File: config.mk
export PLATFORM = sky130hd
export DESIGN_NAME = nand_pe_seq
export DESIGN_NICKNAME = d
export VERILOG_FILES = /design/src/rtl/nand_pe_pkg.sv /design/src/rtl/nand_pe_strobe.sv /design/src/rtl/nand_pe_ppc_tbl.sv /design/src/rtl/nand_pe_badmap.sv /design/src/rtl/nand_pe_seq.sv
export SDC_FILE = /design/constraint.sdc
export NUM_CORES = 2
export LEC_CHECK = 0
export ABC_AREA = 1
export BUFFER_PORTS_ARGS = -buffer_cell sky130_fd_sc_hd__buf_4
export CAP_MARGIN = 20
export CORE_MARGIN = 5
export CORE_UTILIZATION = 46
export DETAILED_ROUTE_END_ITERATION = 8
export MAX_ROUTING_LAYER = met4
export PLACE_DENSITY = 0.74
export SYNTH_ARGS = -nofsm -noshare
export SYNTH_HDL_FRONTEND = slang
export SYNTH_SLANG_ARGS = --single-unit
File: constraint.sdc
create_clock -name clk -period 2.9 [get_ports clk]
set_input_delay 0.725 -clock clk [delete_from_list [all_inputs] [get_ports clk]]
set_output_delay 0.725 -clock clk [all_outputs]
set_load 0.1 [all_outputs]
File: src/rtl/nand_pe_pkg.sv
package nand_pe_pkg;

    typedef enum logic [2:0] {
        RC_OK     = 3'd0,
        RC_FAIL   = 3'd1,
        RC_WPROT  = 3'd2,
        RC_LIMIT  = 3'd3,
        RC_BADBLK = 3'd4,
        RC_ARG    = 3'd5,
        RC_FULL   = 3'd6
    } res_code_e;

    typedef enum logic [3:0] {
        SQ_IDLE,
        SQ_CHECK,
        SQ_CMD,
        SQ_ADDR,
        SQ_DATA,
        SQ_CONF,
        SQ_STCMD,
        SQ_POLL,
        SQ_FIN
    } seq_state_e;

    localparam logic [7:0] OPC_LOAD   = 8'h80;
    localparam logic [7:0] OPC_PROG   = 8'h10;
    localparam logic [7:0] OPC_ESETUP = 8'h60;
    localparam logic [7:0] OPC_ERUN   = 8'hD0;
    localparam logic [7:0] OPC_STAT   = 8'h70;

    localparam int ST_ERR = 0;
    localparam int ST_RDY = 6;
    localparam int ST_NWP = 7;

    function automatic int unsigned cdiv(input int unsigned a, input int unsigned b);
        return (a + b - 1) / b;
    endfunction

    function automatic int unsigned umax(input int unsigned a, input int unsigned b);
        return (a > b) ? a : b;
    endfunction

endpackage

File: src/rtl/nand_pe_strobe.sv
module nand_pe_strobe #(
    parameter int unsigned WLO  = 3,
    parameter int unsigned WHI  = 2,
    parameter int unsigned RGAP = 6,
    parameter int unsigned RLO  = 5,
    parameter int unsigned RHI  = 2
) (
    input  logic       clk,
    input  logic       rst_n,
    input  logic       go,
    input  logic       rd,
    input  logic [7:0] wbyte,
    input  logic [7:0] dq_in,
    output logic       idle,
    output logic       fin,
    output logic       we_n,
    output logic       re_n,
    output logic       dq_oe,
    output logic [7:0] dq_out,
    output logic [7:0] rbyte
);
    localparam int unsigned CMAX = (WLO > WHI ? WLO : WHI) > (RGAP > RLO ? (RGAP > RHI ? RGAP : RHI) : (RLO > RHI ? RLO : RHI))
                                 ? (WLO > WHI ? WLO : WHI)
                                 : (RGAP > RLO ? (RGAP > RHI ? RGAP : RHI) : (RLO > RHI ? RLO : RHI));
    localparam int CW = $clog2(CMAX) + 1;

    typedef enum logic [2:0] {PH_IDLE, PH_WLO, PH_WHI, PH_RGAP, PH_RLO, PH_RHI} ph_e;

    ph_e            ph_q, ph_d;
    logic [CW-1:0]  cnt_q, cnt_d;
    logic [7:0]     wb_q, rb_q;
    logic           last;

    assign last = (cnt_q == '0);

    always_ff @(posedge clk or negedge rst_n) begin
        if (!rst_n) begin
            ph_q  <= PH_IDLE;
            cnt_q <= '0;
            wb_q  <= '0;
            rb_q  <= '0;
        end else begin
            ph_q  <= ph_d;
            cnt_q <= cnt_d;
            if (ph_q == PH_IDLE && go && !rd)
                wb_q <= wbyte;
            if (ph_q == PH_RLO && last)
                rb_q <= dq_in;
        end
    end

    always_comb begin
        ph_d  = ph_q;
        cnt_d = cnt_q;
        unique case (ph_q)
            PH_IDLE: begin
                if (go) begin
                    ph_d  = rd ? PH_RGAP : PH_WLO;
                    cnt_d = rd ? CW'(RGAP - 1) : CW'(WLO - 1);
                end
            end
            PH_WLO: begin
                if (last) begin ph_d = PH_WHI; cnt_d = CW'(WHI - 1); end
                else cnt_d = cnt_q - 1'b1;
            end
            PH_WHI: begin
                if (last) ph_d = PH_IDLE;
                else cnt_d = cnt_q - 1'b1;
            end
            PH_RGAP: begin
                if (last) begin ph_d = PH_RLO; cnt_d = CW'(RLO - 1); end
                else cnt_d = cnt_q - 1'b1;
            end
            PH_RLO: begin
                if (last) begin ph_d = PH_RHI; cnt_d = CW'(RHI - 1); end
                else cnt_d = cnt_q - 1'b1;
            end
            PH_RHI: begin
                if (last) ph_d = PH_IDLE;
                else cnt_d = cnt_q - 1'b1;
            end
            default: ph_d = PH_IDLE;
        endcase
    end

    assign idle   = (ph_q == PH_IDLE);
    assign fin    = last && (ph_q == PH_WHI || ph_q == PH_RHI);
    assign we_n   = (ph_q != PH_WLO);
    assign re_n   = (ph_q != PH_RLO);
    assign dq_oe  = (ph_q == PH_WLO || ph_q == PH_WHI);
    assign dq_out = wb_q;
    assign rbyte  = rb_q;


    wdata_hold_chk: assert property (@(posedge clk) disable iff (!rst_n)
        $rose(we_n) |-> (dq_oe && $stable(dq_out)));

endmodule

File: src/rtl/nand_pe_ppc_tbl.sv
module nand_pe_ppc_tbl #(
    parameter int ROW_AW  = 14,
    parameter int PG_AW   = 4,
    parameter int ENTRIES = 8,
    parameter int CNT_W   = 4
) (
    input  logic                    clk,
    input  logic                    rst_n,
    input  logic [ROW_AW-1:0]       q_row,
    input  logic                    bump,
    input  logic                    clr_en,
    input  logic [ROW_AW-PG_AW-1:0] clr_blk,
    output logic                    hit,
    output logic [CNT_W-1:0]        hit_cnt,
    output logic                    has_free
);
    localparam int IW = (ENTRIES > 1) ? $clog2(ENTRIES) : 1;

    logic [ENTRIES-1:0] vld_q;
    logic [ROW_AW-1:0]  row_q [ENTRIES];
    logic [CNT_W-1:0]   cnt_q [ENTRIES];
    logic [ENTRIES-1:0] hit_vec, free_vec, clr_vec;
    logic [IW-1:0]      hit_idx, free_idx;

    for (genvar i = 0; i < ENTRIES; i++) begin : g_ent
        assign hit_vec[i]  = vld_q[i] && (row_q[i] == q_row);
        assign free_vec[i] = !vld_q[i];
        assign clr_vec[i]  = vld_q[i] && (row_q[i][ROW_AW-1:PG_AW] == clr_blk);

        always_ff @(posedge clk or negedge rst_n) begin
            if (!rst_n) begin
                vld_q[i] <= 1'b0;
                row_q[i] <= '0;
                cnt_q[i] <= '0;
            end else if (clr_en && clr_vec[i]) begin
                vld_q[i] <= 1'b0;
            end else if (bump) begin
                if (hit && hit_idx == IW'(i)) begin
                    cnt_q[i] <= cnt_q[i] + 1'b1;
                end else if (!hit && has_free && free_idx == IW'(i)) begin
                    vld_q[i] <= 1'b1;
                    row_q[i] <= q_row;
                    cnt_q[i] <= CNT_W'(1);
                end
            end
        end
    end

    always_comb begin
        hit_idx  = '0;
        free_idx = '0;
        for (int k = ENTRIES - 1; k >= 0; k--) begin
            if (hit_vec[k])  hit_idx  = IW'(k);
            if (free_vec[k]) free_idx = IW'(k);
        end
    end

    assign hit      = |hit_vec;
    assign has_free = |free_vec;
    assign hit_cnt  = cnt_q[hit_idx];


    bump_room_chk: assert property (@(posedge clk) disable iff (!rst_n)
        bump |-> (hit || has_free));


    bump_track_chk: assert property (@(posedge clk) disable iff (!rst_n)
        (bump && !clr_en) |=> hit);

endmodule

File: src/rtl/nand_pe_badmap.sv
module nand_pe_badmap #(
    parameter int BLK_AW = 10
) (
    input  logic              clk,
    input  logic              rst_n,
    input  logic [BLK_AW-1:0] q_blk,
    output logic              is_bad,
    input  logic              mark,
    input  logic [BLK_AW-1:0] mark_blk
);
    localparam int BLK_N = 1 << BLK_AW;

    logic [BLK_N-1:0] bad_q;

    always_ff @(posedge clk or negedge rst_n) begin
        if (!rst_n)
            bad_q <= '0;
        else if (mark)
            bad_q[mark_blk] <= 1'b1;
    end

    assign is_bad = bad_q[q_blk];


    mark_sticks_chk: assert property (@(posedge clk) disable iff (!rst_n)
        (mark && mark_blk == q_blk) |=> is_bad);

endmodule

File: src/rtl/nand_pe_seq.sv
module nand_pe_seq
    import nand_pe_pkg::*;
#(
    parameter int unsigned CLK_PS     = 10000,
    parameter int unsigned T_WC_PS    = 50000,
    parameter int unsigned T_WP_PS    = 25000,
    parameter int unsigned T_WH_PS    = 15000,
    parameter int unsigned T_DS_PS    = 20000,
    parameter int unsigned T_DH_PS    = 10000,
    parameter int unsigned T_REA_PS   = 35000,
    parameter int unsigned T_REH_PS   = 15000,
    parameter int unsigned T_WHR_PS   = 60000,
    parameter int          ROW_AW     = 14,
    parameter int          PG_AW      = 4,
    parameter int          PAGE_BYTES = 528,
    parameter int          PP_MAX     = 10,
    parameter int          TBL_N      = 8,
    localparam int         BLK_AW     = ROW_AW - PG_AW,
    localparam int         LEN_W      = $clog2(PAGE_BYTES + 1)
) (
    input  logic              clk,
    input  logic              rst_n,
    input  logic              req_valid,
    input  logic              req_erase,
    input  logic [ROW_AW-1:0] req_row,
    input  logic [7:0]        req_col,
    input  logic [LEN_W-1:0]  req_len,
    output logic              busy,
    input  logic              din_valid,
    input  logic [7:0]        din_data,
    output logic              din_take,
    output logic              nand_cle,
    output logic              nand_ale,
    output logic              nand_we_n,
    output logic              nand_re_n,
    output logic [7:0]        nand_dq_out,
    output logic              nand_dq_oe,
    input  logic [7:0]        nand_dq_in,
    output logic              done,
    output logic [2:0]        res_code,
    output logic              repl_flag,
    output logic [BLK_AW-1:0] repl_block
);
    localparam int unsigned WLO_C  = umax(cdiv(T_WP_PS, CLK_PS), cdiv(T_DS_PS, CLK_PS));
    localparam int unsigned WHI_B  = umax(cdiv(T_WH_PS, CLK_PS), cdiv(T_DH_PS, CLK_PS));
    localparam int unsigned WC_C   = cdiv(T_WC_PS, CLK_PS);
    localparam int unsigned WHI_C  = (WLO_C + WHI_B + 1 >= WC_C) ? WHI_B : WC_C - WLO_C - 1;
    localparam int unsigned RGAP_C = cdiv(T_WHR_PS, CLK_PS);
    localparam int unsigned RLO_C  = cdiv(T_REA_PS, CLK_PS) + 1;
    localparam int unsigned RHI_C  = cdiv(T_REH_PS, CLK_PS);
    localparam int          CNT_W  = $clog2(PP_MAX + 1);

    seq_state_e         st_q, st_d;
    res_code_e          code_q, code_d;
    logic [1:0]         aidx_q, aidx_d;
    logic [LEN_W-1:0]   left_q, left_d;
    logic               erase_q, data_seen_q;
    logic [ROW_AW-1:0]  row_q;
    logic [7:0]         col_q;

    logic               stb_go, stb_rd, stb_idle, stb_fin;
    logic [7:0]         stb_wbyte, stb_rbyte;
    logic               pp_hit, pp_free, bump, blk_bad, mark, clr_en, len_bad;
    logic [CNT_W-1:0]   pp_cnt;
    logic [ROW_AW-1:0]  arow;
    logic [1:0]         addr_last, aslot;

    nand_pe_strobe #(
        .WLO(WLO_C), .WHI(WHI_C), .RGAP(RGAP_C), .RLO(RLO_C), .RHI(RHI_C)
    ) u_strobe (
        .clk(clk), .rst_n(rst_n), .go(stb_go), .rd(stb_rd), .wbyte(stb_wbyte),
        .dq_in(nand_dq_in), .idle(stb_idle), .fin(stb_fin), .we_n(nand_we_n),
        .re_n(nand_re_n), .dq_oe(nand_dq_oe), .dq_out(nand_dq_out), .rbyte(stb_rbyte)
    );

    nand_pe_ppc_tbl #(
        .ROW_AW(ROW_AW), .PG_AW(PG_AW), .ENTRIES(TBL_N), .CNT_W(CNT_W)
    ) u_tbl (
        .clk(clk), .rst_n(rst_n), .q_row(row_q), .bump(bump), .clr_en(clr_en),
        .clr_blk(row_q[ROW_AW-1:PG_AW]), .hit(pp_hit), .hit_cnt(pp_cnt), .has_free(pp_free)
    );

    nand_pe_badmap #(
        .BLK_AW(BLK_AW)
    ) u_bad (
        .clk(clk), .rst_n(rst_n), .q_blk(row_q[ROW_AW-1:PG_AW]), .is_bad(blk_bad),
        .mark(mark), .mark_blk(row_q[ROW_AW-1:PG_AW])
    );

    assign len_bad   = (left_q == '0) || (left_q > LEN_W'(PAGE_BYTES));
    assign addr_last = erase_q ? 2'd1 : 2'd2;
    assign arow      = erase_q ? {row_q[ROW_AW-1:PG_AW], {PG_AW{1'b0}}} : row_q;
    assign aslot     = erase_q ? aidx_q + 2'd1 : aidx_q;

    // state register
    always_ff @(posedge clk or negedge rst_n) begin
        if (!rst_n) begin
            st_q        <= SQ_IDLE;
            code_q      <= RC_OK;
            aidx_q      <= '0;
            left_q      <= '0;
            erase_q     <= 1'b0;
            row_q       <= '0;
            col_q       <= '0;
            data_seen_q <= 1'b0;
        end else begin
            st_q   <= st_d;
            code_q <= code_d;
            aidx_q <= aidx_d;
            left_q <= left_d;
            if (st_q == SQ_IDLE && req_valid) begin
                erase_q <= req_erase;
                row_q   <= req_row;
                col_q   <= req_col;
            end
            if (st_q == SQ_CHECK)
                data_seen_q <= 1'b0;
            else if (st_q == SQ_DATA && stb_fin)
                data_seen_q <= 1'b1;
        end
    end

    // next state
    always_comb begin
        st_d   = st_q;
        code_d = code_q;
        aidx_d = aidx_q;
        left_d = left_q;
        bump   = 1'b0;
        unique case (st_q)
            SQ_IDLE: begin
                if (req_valid) begin
                    st_d   = SQ_CHECK;
                    left_d = req_len;
                end
            end
            SQ_CHECK: begin
                if (blk_bad) begin
                    code_d = RC_BADBLK; st_d = SQ_FIN;
                end else if (erase_q) begin
                    st_d = SQ_CMD;
                end else if (len_bad) begin
                    code_d = RC_ARG; st_d = SQ_FIN;
                end else if (pp_hit && pp_cnt >= CNT_W'(PP_MAX)) begin
                    code_d = RC_LIMIT; st_d = SQ_FIN;
                end else if (!pp_hit && !pp_free) begin
                    code_d = RC_FULL; st_d = SQ_FIN;
                end else begin
                    bump = 1'b1; st_d = SQ_CMD;
                end
            end
            SQ_CMD: begin
                if (stb_fin) begin st_d = SQ_ADDR; aidx_d = '0; end
            end
            SQ_ADDR: begin
                if (stb_fin) begin
                    if (aidx_q == addr_last) st_d = erase_q ? SQ_CONF : SQ_DATA;
                    else aidx_d = aidx_q + 2'd1;
                end
            end
            SQ_DATA: begin
                if (stb_fin) begin
                    left_d = left_q - 1'b1;
                    if (left_q == LEN_W'(1)) st_d = SQ_CONF;
                end
            end
            SQ_CONF: begin
                if (stb_fin) st_d = SQ_STCMD;
            end
            SQ_STCMD: begin
                if (stb_fin) st_d = SQ_POLL;
            end
            SQ_POLL: begin
                if (stb_fin && stb_rbyte[ST_RDY]) begin
                    st_d = SQ_FIN;
                    if (!stb_rbyte[ST_NWP])     code_d = RC_WPROT;
                    else if (stb_rbyte[ST_ERR]) code_d = RC_FAIL;
                    else                        code_d = RC_OK;
                end
            end
            SQ_FIN: st_d = SQ_IDLE;
            default: st_d = SQ_IDLE;
        endcase
    end

    // outputs
    always_comb begin
        nand_cle  = 1'b0;
        nand_ale  = 1'b0;
        stb_go    = 1'b0;
        stb_rd    = 1'b0;
        stb_wbyte = 8'h00;
        din_take  = 1'b0;
        unique case (st_q)
            SQ_CMD: begin
                nand_cle  = 1'b1;
                stb_go    = stb_idle;
                stb_wbyte = erase_q ? OPC_ESETUP : OPC_LOAD;
            end
            SQ_ADDR: begin
                nand_ale = 1'b1;
                stb_go   = stb_idle;
                unique case (aslot)
                    2'd0:    stb_wbyte = col_q;
                    2'd1:    stb_wbyte = arow[7:0];
                    default: stb_wbyte = 8'(arow >> 8);
                endcase
            end
            SQ_DATA: begin
                stb_go    = stb_idle && din_valid;
                din_take  = stb_idle && din_valid;
                stb_wbyte = din_data;
            end
            SQ_CONF: begin
                nand_cle  = 1'b1;
                stb_go    = stb_idle;
                stb_wbyte = erase_q ? OPC_ERUN : OPC_PROG;
            end
            SQ_STCMD: begin
                nand_cle  = 1'b1;
                stb_go    = stb_idle;
                stb_wbyte = OPC_STAT;
            end
            SQ_POLL: begin
                stb_go = stb_idle;
                stb_rd = 1'b1;
            end
            default: ;
        endcase
    end

    assign busy       = (st_q != SQ_IDLE);
    assign done       = (st_q == SQ_FIN);
    assign res_code   = code_q;
    assign repl_flag  = done && (code_q == RC_FAIL);
    assign repl_block = row_q[ROW_AW-1:PG_AW];
    assign mark       = done && (code_q == RC_FAIL);
    assign clr_en     = done && (code_q == RC_OK) && erase_q;


    ctl_change_we_high_chk: assert property (@(posedge clk) disable iff (!rst_n)
        !$stable({nand_cle, nand_ale}) |-> nand_we_n);


    conf_after_data_chk: assert property (@(posedge clk) disable iff (!rst_n)
        (st_q == SQ_CONF && !erase_q) |-> data_seen_q);


    go_when_idle_chk: assert property (@(posedge clk) disable iff (!rst_n)
        stb_go |-> stb_idle);


    done_single_chk: assert property (@(posedge clk) disable iff (!rst_n)
        done |=> !done);

endmodule

==> results.json <==
{
  "ys_types": 47,
  "clock_path_buffers": 3,
  "cp_max_fo": 9,
  "tightest_slew_ns": 0.9220,
  "rsz0062_at_grt": "yes",
  "worstSetupStartpoint": "row_q[5]",
  "rr_endpoint": "u_tbl.row_q[1]",
  "yosysSeqAreaShare_pct": 57.32,
  "dieArea_um2": 124200,
  "synth_fp_nets": 5610,
  "nFillCells": 9467,
  "grt_pass1_wl_um": 267000,
  "powerDensity_nw_per_um2": 801.8,
  "start_kind": "flip-flop",
  "cp-end-kind": "flip-flop",
  "dp_hpwl_um": 106400,
  "io_pins": 83,
  "synthFlopType": "dfrtp_1",
  "layout_common_cells": "dfrtp_1, nand2_1, o21bai_1",
  "setup_viol": 158,
  "drc": 0,
  "p_leak_nw": 30.86,
  "postSynthCellCount": 5545,
  "area_growth_pct": 22.57,
  "drt-initial-drc-count": 5883,
  "hold_viol_final": 0,
  "final.setup.worst_slack_ns": -0.7643,
  "cts_buffers": 131,
  "status": "complete, but fails checks",
  "max_freq_ghz": 0.2729,
  "whs_ns": 0.2283,
  "drt_wl_total_um": 177800,
  "drive_gt1_share_pct": 18.35,
  "core_um2": 116400,
  "first_global_vias": 44520,
  "grtUsageTotal_pct": 28.03,
  "h-tree-depth": 4,
  "finClkSkew_ns": 0.02989,
  "r2r_start": "row_q[5]",
  "synth_area_um2": 53960,
  "antenna_found_initial": 0,
  "cts.sinks": 1236,
  "rows": 125,
  "maxSlewHeadroom_pct": 38.38,
  "ys_seq_elements": 1236,
  "nNetsFinal": 5978,
  "clk_pin_slew_ns": 0.06,
  "die_w_um": 352.5,
  "cts_root_buf": "clkbuf_16",
  "route.vias.total": 45470,
  "gp_congestion": 0.9434,
  "dr.pass1.iters": 6,
  "die_h_um": 352.5,
  "grt.overflow.total": 0,
  "io_buffers": 77,
  "post-route-period-util_pct": 126.4,
  "hold_path.class": "in2reg",
  "layout_commonest_cell": "dfrtp_1",
  "crit_required_ns": 3.52,
  "synthArstFlopShare_pct": 100.0,
  "vias_per_cell": 6.031,
  "r2r_slack_ns": -0.76,
  "vdd_ir_drop_max_v": 0.0005283,
  "critPathKind": "reg2reg",
  "avgSynthCellArea_um2": 9.730,
  "min_period_ns": 3.664,
  "worstRegToRegCells": 23,
  "yosysWarningCount": 0,
  "violations": "setup timing",
  "initial_utilization_pct": 46.37,
  "critPathArrivalTime_ns": 4.29,
  "final_max_slew_viol_count": 0,
  "final_util_pct": 56.84,
  "drv_cap": 0,
  "clk_latency_ns": 0.75,
  "synth_edf_count": 0,
  "detail-route-antenna-nets": 0,
  "cts_tree": "yes",
  "grt_max_degree": 88,
  "crit_path_end": "u_tbl.row_q[1]",
  "detail_route.wl_per_cell_um": 23.58
}
[through the flow]
step / cell area (um^2) / instances / setup slack, ns / power [mW] / TNS [ns]
2_1_floorplan: 54320 / 5545 / -0.2319 / 27.26 / -0.5753
3_3_place_gp: 60230 / 7260 / -1.021 / 34.31 / -147.59
3_5_place_dp: 60230 / 7260 / -1.150 / 34.51 / -166.69
4_1_cts: 64880 / 7501 / -0.6164 / 51.76 / -85.23
5_1_grt: 66130 / 7539 / -0.8534 / 54.78 / -119.30
6_report: 66130 / 7540 / -0.7643 / 53.03 / -104.58
[registers in the layout (all words and copies together) (netlist names)]
| name | count |
|---|---|
| row_q | 14 |
| left_q | 10 |
| u_tbl.vld_q | 8 |
| res_code | 3 |
| u_strobe.cnt_q | 4 |
| u_bad.bad_q | 1024 |
| st_q | 4 |
| col_q | 8 |
| aidx_q | 2 |
| u_strobe.ph_q | 3 |
| u_tbl.cnt_q | 32 |
| u_strobe.rbyte | 3 |
| u_strobe.dq_out | 8 |
| erase_q | 1 |
| u_tbl.row_q | 112 |
[cells in the mapped netlist (3+ instances only)]
master,n,area share (%)
o21bai_1,812,11
a221oi_1,6,0.097
or2_2,10,0.12
o22ai_1,110,1.3
nand3b_1,4,0.056
a31oi_1,5,0.058
nor3b_1,4,0.056
inv_1,430,3.0
nor2_4,8,0.17
dfrtp_1,1236,57
a21oi_1,63,0.58
xor2_1,22,0.36
nand2_2,3,0.035
nor2_1,213,1.5
mux2_2,16,0.33
inv_2,14,0.097
clkbuf_1,252,1.8
nand2_1,982,6.8
nor4_1,5,0.058
nor2_2,8,0.093
nor3_2,4,0.074
nand4_1,60,0.70
o21ai_1,98,0.91
nand3_1,108,1.0
buf_1,66,0.46
buf_2,74,0.69
o21ai_0,396,3.7
nor3_1,52,0.48
buf_4,18,0.25
a22oi_1,406,5.6
a21boi_0,3,0.042
ha_1,12,0.28
xnor2_1,28,0.45
[worst max-delay path, cell delays in order, from the launching register on]
cell and delay (ns):
dfrtp_2 0.49, inv_4 0.10, nor2_4 0.11, buf_12 0.19
buf_4 0.15, a22oi_1 0.18, nand2_1 0.07, nand2_1 0.09
nand4_1 0.10, o21ai_1 0.29, nand2_1 0.11, o21ai_2 0.19
nand2_2 0.09, nor2_4 0.17, nand3_4 0.14, nor2_4 0.13
buf_6 0.14, inv_1 0.07, nor2_4 0.15, buf_4 0.16
nand2_8 0.09, clkbuf_16 0.20, nand2_1 0.06, o21ai_1 0.06
[how the worst min path moves through the flow]
stage	from	to	slack (ns)	depth (start not counted)
floorplan	rst_n	aidx_q[0]	0.43	0
global placement	u_bad.bad_q[763]	u_bad.bad_q[763]	0.44	2
detailed placement	u_bad.bad_q[763]	u_bad.bad_q[763]	0.44	2
CTS	req_col[6]	col_q[6]	0.19	2
global route	req_col[7]	col_q[7]	0.22	2
finish	req_col[7]	col_q[7]	0.23	2
[per-layer routing]
metal  GRT usage, %  wire length, um
met4          13.36            10010
met5              -                0
met2          41.69            79600
met3          6.232            18880
met1          36.74            69320
[cell type report]
type | count | area, um^2 | share of cell area (%)
diodes | 1 | 2.502 | 0.003784
well taps | 1524 | 1907 | 2.883
clock buffers | 188 | 3835 | 5.799
flip-flops and latches | 1236 | 30940 | 46.78
repair buffers | 645 | 6753 | 10.21
multi-input cells | 3454 | 20490 | 30.99
clock inverters | 47 | 491.7 | 0.7435
inverters | 445 | 1713 | 2.590
[cell families after synthesis]
family | after synthesis | synth area share (%)
AOI/OAI and AO/OA | 1909 | 23.74
and+or+nand+nor | 1466 | 11.25
DFF | 1236 | 57.32
buffers and inverters | 856 | 6.266
xor gates and xnor gates | 50 | 0.8116
muxes | 16 | 0.3339
adders and majority gates | 12 | 0.2783
[report_power, final]
group          internal [mW]  switching, mW
clock                   9.79           7.12
sequential              18.0          0.714
combinational           6.01           11.3
total                   33.8           19.2
[repair_timing]
action / CTS / global route
pin swaps: 14 / 22
endpoints found under the setup margin: 161 / 159
hold buffers: 1 / 0
endpoints found under the hold margin: 40 / 0
resized for setup: 71 / 170
buffers inserted: 2 / 17
cloned: 3 / 20
Note: power is estimated with default switching activity, not from simulation.
